[config.mk]
export PLATFORM = sky130hd
export DESIGN_NAME = pcm_txq
export DESIGN_NICKNAME = d
export VERILOG_FILES = /design/src/rtl/pcm_txq_pkg.sv /design/src/rtl/pcm_txq_arb.sv /design/src/rtl/pcm_txq_store.sv /design/src/rtl/pcm_txq_regif.sv /design/src/rtl/pcm_txq.sv
export SDC_FILE = /design/constraint.sdc
export NUM_CORES = 1
export LEC_CHECK = 0
export ABC_CLOCK_PERIOD_IN_PS = 6050
export BUFFER_PORTS_ARGS = -buffer_cell sky130_fd_sc_hd__buf_4
export CORE_MARGIN = 3
export CORE_UTILIZATION = 45
export DETAILED_ROUTE_END_ITERATION = 12
export GPL_TIMING_DRIVEN = 0
export PLACE_DENSITY = 0.62
export SYNTH_ARGS = -nofsm -noshare
export SYNTH_HDL_FRONTEND = slang
export SYNTH_SLANG_ARGS = --single-unit
[constraint.sdc]
create_clock -name clk -period 6.05 [get_ports clk]
set_input_delay 1.21 -clock clk [delete_from_list [all_inputs] [get_ports clk]]
set_output_delay 1.21 -clock clk [all_outputs]
set_load 0.05 [all_outputs]
[src/rtl/pcm_txq_pkg.sv]
package pcm_txq_pkg;

  localparam int SAMPLE_W  = 16;
  localparam int REG_W     = 32;
  localparam int VALID_POS = 16;

  typedef struct packed {
    logic [REG_W-SAMPLE_W-2:0] rsvd;
    logic                      vld;
    logic [SAMPLE_W-1:0]       data;
  } reg_view_t;

  function automatic int level_next(int lvl, bit push, bit pop);
    return lvl + int'(push) - int'(pop);
  endfunction

  function automatic int ptr_step(int ptr, int depth);
    return (ptr == depth - 1) ? 0 : ptr + 1;
  endfunction

endpackage

[src/rtl/pcm_txq_arb.sv]
module pcm_txq_arb (
  input  logic req_shf,
  input  logic req_bus,
  input  logic req_wr,
  input  logic q_empty,
  input  logic q_full,
  output logic serve_shf,
  output logic serve_bus,
  output logic push_ok,
  output logic push_lost
);
  always_comb begin
    serve_shf = req_shf & ~q_empty;
    serve_bus = req_bus & ~req_shf & ~q_empty;
    push_ok   = req_wr & ~q_full;
    push_lost = req_wr & q_full;
  end
endmodule

[src/rtl/pcm_txq_store.sv]
module pcm_txq_store #(
  parameter int DEPTH = 32,
  parameter int DW    = 16,
  localparam int PTR_W = (DEPTH > 1) ? $clog2(DEPTH) : 1,
  localparam int LVL_W = $clog2(DEPTH + 1)
) (
  input  logic             clk,
  input  logic             rst_n,
  input  logic             push,
  input  logic             pop,
  input  logic [DW-1:0]    din,
  output logic [DW-1:0]    head,
  output logic [LVL_W-1:0] level,
  output logic             full,
  output logic             empty
);
  import pcm_txq_pkg::*;

  logic [DW-1:0]    mem [DEPTH];
  logic [PTR_W-1:0] wr_ptr, rd_ptr;

  always_ff @(posedge clk) begin
    if (push) mem[wr_ptr] <= din;
  end

  always_ff @(posedge clk or negedge rst_n) begin
    if (!rst_n) begin
      wr_ptr <= '0;
      rd_ptr <= '0;
      level  <= '0;
    end else begin
      if (push) wr_ptr <= PTR_W'(ptr_step(int'(wr_ptr), DEPTH));
      if (pop)  rd_ptr <= PTR_W'(ptr_step(int'(rd_ptr), DEPTH));
      level <= LVL_W'(level_next(int'(level), push, pop));
    end
  end

  assign head  = mem[rd_ptr];
  assign full  = (level == LVL_W'(DEPTH));
  assign empty = (level == '0);
endmodule

[src/rtl/pcm_txq_regif.sv]
module pcm_txq_regif (
  input  logic                               clk,
  input  logic                               rst_n,
  input  logic                               rd_strobe,
  input  logic                               bus_served,
  input  logic                               shf_served,
  input  logic [pcm_txq_pkg::REG_W-1:0]      wdata,
  input  logic [pcm_txq_pkg::SAMPLE_W-1:0]   head,
  output logic [pcm_txq_pkg::SAMPLE_W-1:0]   sample_in,
  output logic [pcm_txq_pkg::REG_W-1:0]      rdata,
  output logic                               shf_vld,
  output logic [pcm_txq_pkg::SAMPLE_W-1:0]   shf_dat
);
  import pcm_txq_pkg::*;

  reg_view_t wr_view, rd_view;
  logic      unused_wr_hi;

  assign wr_view      = reg_view_t'(wdata);
  assign sample_in    = wr_view.data;
  assign unused_wr_hi = ^{wr_view.rsvd, wr_view.vld};

  always_ff @(posedge clk or negedge rst_n) begin
    if (!rst_n) begin
      rd_view <= '0;
      shf_vld <= 1'b0;
      shf_dat <= '0;
    end else begin
      if (rd_strobe) begin
        rd_view.rsvd <= '0;
        rd_view.vld  <= bus_served;
        rd_view.data <= bus_served ? head : '0;
      end
      shf_vld <= shf_served;
      shf_dat <= shf_served ? head : '0;
    end
  end

  assign rdata = REG_W'(rd_view);
endmodule

[src/rtl/pcm_txq.sv]
module pcm_txq #(
  parameter int DEPTH = 32,
  localparam int LVL_W = $clog2(DEPTH + 1)
) (
  input  logic             clk,
  input  logic             rst_n,
  input  logic             reg_wr,
  input  logic             reg_rd,
  input  logic [31:0]      reg_wdata,
  output logic [31:0]      reg_rdata,
  input  logic             shf_pop,
  output logic             shf_valid,
  output logic [15:0]      shf_data,
  output logic             tx_full,
  output logic             tx_empty,
  output logic             tx_overrun,
  output logic [LVL_W-1:0] tx_level
);
  import pcm_txq_pkg::*;

  logic                serve_shf, serve_bus, push_ok, push_lost;
  logic [SAMPLE_W-1:0] sample_in, head;
  logic                ovr_q;

  pcm_txq_arb u_arb (
    .req_shf   (shf_pop),
    .req_bus   (reg_rd),
    .req_wr    (reg_wr),
    .q_empty   (tx_empty),
    .q_full    (tx_full),
    .serve_shf (serve_shf),
    .serve_bus (serve_bus),
    .push_ok   (push_ok),
    .push_lost (push_lost)
  );

  pcm_txq_store #(.DEPTH(DEPTH), .DW(SAMPLE_W)) u_store (
    .clk   (clk),
    .rst_n (rst_n),
    .push  (push_ok),
    .pop   (serve_shf | serve_bus),
    .din   (sample_in),
    .head  (head),
    .level (tx_level),
    .full  (tx_full),
    .empty (tx_empty)
  );

  pcm_txq_regif u_regif (
    .clk        (clk),
    .rst_n      (rst_n),
    .rd_strobe  (reg_rd),
    .bus_served (serve_bus),
    .shf_served (serve_shf),
    .wdata      (reg_wdata),
    .head       (head),
    .sample_in  (sample_in),
    .rdata      (reg_rdata),
    .shf_vld    (shf_valid),
    .shf_dat    (shf_data)
  );

  always_ff @(posedge clk or negedge rst_n) begin
    if (!rst_n)         ovr_q <= 1'b0;
    else if (push_lost) ovr_q <= 1'b1;
  end
  assign tx_overrun = ovr_q;
endmodule

==> run metrics <==
Top FF cell, synth edfxtp_1; initial antenna violation count 0; largest fanout on the critical path 9; Synth Area in Adders 1.01%; drt wl/cell 26.9 um; post-DR vias/cell 5.78; clock power share 28.9%; endpoints failing hold 0; Site Rows 80; fin area 25,300 sq um; largest family of logic cells by synthesized area multiplexers; worst-path cell chain inv_1 > ha_1 > nand4bb_1 > o21ai_1 > inv_1 > ha_1 > inv_1 > ha_1 > fa_1 > a21oi_1 > nor2_1 > nor2_1 > xnor2_1; Leakage 8.62 nW; max_slew headroom between 30% and 40%; RSZ-0062 raised after global routing false; Clock Tree Buf Depth 3; Synth Area in XOR/XNOR less than 1%; slew at the pin closest to its max-slew limit 942 ps; Final Power 11.7 mW; main area contributors after synthesis edfxtp_1 70%, mux4_2 9.7%, dfrtp_1 5.8%; synthesis warning total 0; Fin Hold WS 456 ps; Max Slew Vio Count 0; Setup Skew 32.6 ps; die outline width roughly 230 um; Clock Root Buffer clkbuf_16; crit path kind reg -> reg; area grow syn2layout 16.2%; total congestion overflow 0; Final Wtd Congestion 0.876; IO Count 95; final setup fails 0; crit path launch type flip-flop; CP Capture Type flip-flop; mux cell area share after synthesis 13.0%; Post-synth top cells 512 x edfxtp_1, 94 x mux4_2, 70 x mux2i_1, 57 x nor2_1, 51 x dfrtp_1; first-pass GRT wire length ~75,000 um; Port Buffers 62; share of post-route cells with drive strength above 1 26.1%; peak supply drop 0.000258 V; CTS tree yes; DIE AREA between 50,000 and 60,000 sq um; Hold Buf Count CTS 0; Post-synth EDFFs 512; Post CTS Setup Buffer Count 0; Reg clk slew, reported paths 60 ps; Final ANT Viol Nets 0; Yosys top cell by area edfxtp_1; number of global-route vias before repair 10,979; CP peak stage delay 590 ps; CP required 6570 ps; outcome completed; max-cap viol count 0; largest net degree at the start of global routing 52; Routed WL 51,700 um; CTS buffer count 55; Post-Synth Simple-Gate Area 2.17%; slowest CP cell o21ai_1; power per cell area 460 nW/um^2; dpl cell area 23,600 sq um; Synth Area in Compound Gates 4.66%; P_sw roughly 3.8 mW; min Tclk post-route 3560 ps; Syn Inst Count 1,101; clock latency on the worst-skew pair 620 ps; GR Util All Layers between 20% and 30%; initial core utilization 45.6%; First DRT Iteration DRCs 1,063; Comb power frac a little over 30%; core area 47,800 sq um; number of iterations in the first detailed-routing pass 5; Switching Share 32.9%; Die Height between 200 and 250 um; Internal 7.83 mW; final net count 1,314; count leader, synth edfxtp_1; Synth top area share 70.5%; HP Class reg -> reg; clock sink count 563; Seq pwr share between 40% and 50%; DRC violations left 0; Cell Area, Synth 21,800 sq um; CP arrival between 4000 and 5000 ps; sequential area share after synthesis about three quarters; vias 11,097; Final Core Density 53.0%; fin crit share 58.8%; CTS H-tree depth 2; Seq cells post-synth 563; antenna cell count 0; Final HPWL DP 33,200 um; Yosys cell types 46; Async SR Flop Fraction 9.06%; f_max 0.281 GHz; syn avg cell area 19.8 sq um; Post-CTS Resized 0; setup TNS 0 ps; Filler Cells Inserted around 3,800
## logic make-up (layout without fill, tap and decap cells)
logic type | count (synthesis) | in the layout
AOI/OAI and AO/OA | 144 | 144
xor gates and xnor gates | 4 | 4
adders and majority gates | 17 | 17
buffers and inverters | 104 | 294
DFF | 563 | 563
muxes | 165 | 165
other | 1 | 15
and+or+nand+nor | 103 | 103
## power groups by stage
| stage | sequential (mW) | clock (mW) | combinational [mW] |
|---|---|---|---|
| finish | 4.70 | 3.37 | 3.59 |
| global route | 4.73 | 3.58 | 3.80 |
| CTS | 4.70 | 3.42 | 3.62 |
| detailed placement | 4.78 | 0 | 3.61 |
| global placement | 4.78 | 0 | 3.52 |
| floorplan | 5.16 | 0 | 1.95 |
## registers in the layout (all words and copies together) (netlist names)
| name | count |
|---|---|
| u_store.rd_ptr | 5 |
| u_regif.rdata | 17 |
| tx_overrun | 1 |
| u_regif.shf_dat | 16 |
| u_regif.shf_vld | 1 |
| u_store.level | 6 |
| u_store.wr_ptr | 5 |
| u_store.mem | 512 |
## per-layer routing
| metal | up-vias | wire length (um) | GRT usage (%) |
|---|---|---|---|
| met5 | - | 0 | 0 |
| met4 | 0 | 1240 | 5.28 |
| met3 | 63 | 3210 | 4.06 |
| met2 | 354 | 25000 | 32.5 |
| met1 | 5923 | 22300 | 29.6 |
| li1 | 4757 | - | - |
## layout by cell type (no fill, tap or decap), drive strengths merged, types with 3 or more instances in the layout
master	Yosys	routed
clkinv	1	25
o21ai	10	10
xor2	3	3
conb	1	15
nand3	5	5
mux2i	70	70
nor2	57	57
nand3b	7	7
bufinv	0	6
a21oi	20	20
nor2b	3	3
inv	30	31
dfrtp	51	51
edfxtp	512	512
buf	47	135
a22o	16	16
a22oi	30	30
o221ai	16	16
nand2	18	18
mux4	94	94
a211oi	16	16
clkbuf	26	96
ha	16	16
o22ai	31	31
## cell type report
type	count	area, sq um	share of cell area [%]
Sequential cell	563	16700	65.7
Multi-Input combinational cell	448	4710	18.6
Clock buffer	70	1450	5.74
Timing Repair Buffer	88	857	3.38
Tap cell	615	769	3.04
Buffer	73	473	1.87
Clock inverter	32	313	1.23
Inverter	31	116	0.459
## worst max-delay path, delay by kind of cell, from the launching register on
| family | cells | cell delay (ps) |
|---|---|---|
| buf+inv | 3 | 380 |
| flops | 1 | 420 |
| fa+ha+maj | 4 | 1170 |
| simple gates | 3 | 630 |
| xor+xnor | 1 | 130 |
| compound gates | 2 | 760 |
## per-stage QoR
step,cells,setup WS (ps)
floorplan,1115,2820
global placement,1792,2060
detailed placement,1818,2150
CTS,1920,2460
global route,1920,2320
finish,1920,2490
## final timing paths
path | slack (ps) | cells after the start | endpoint | startpoint
max in group asynchronous | 4900 | 1 | u_regif.shf_dat[8] | rst_n
min reg2reg | 460 | 1 | tx_overrun | tx_overrun
max | 2490 | 13 | u_store.level[4] | u_store.level[2]
max reg2reg | 2490 | 13 | u_store.level[4] | u_store.level[2]
min | 460 | 1 | tx_overrun | tx_overrun
min in group asynchronous | 630 | 1 | u_store.level[4] | rst_n
Note: power is estimated with default switching activity, not from simulation.
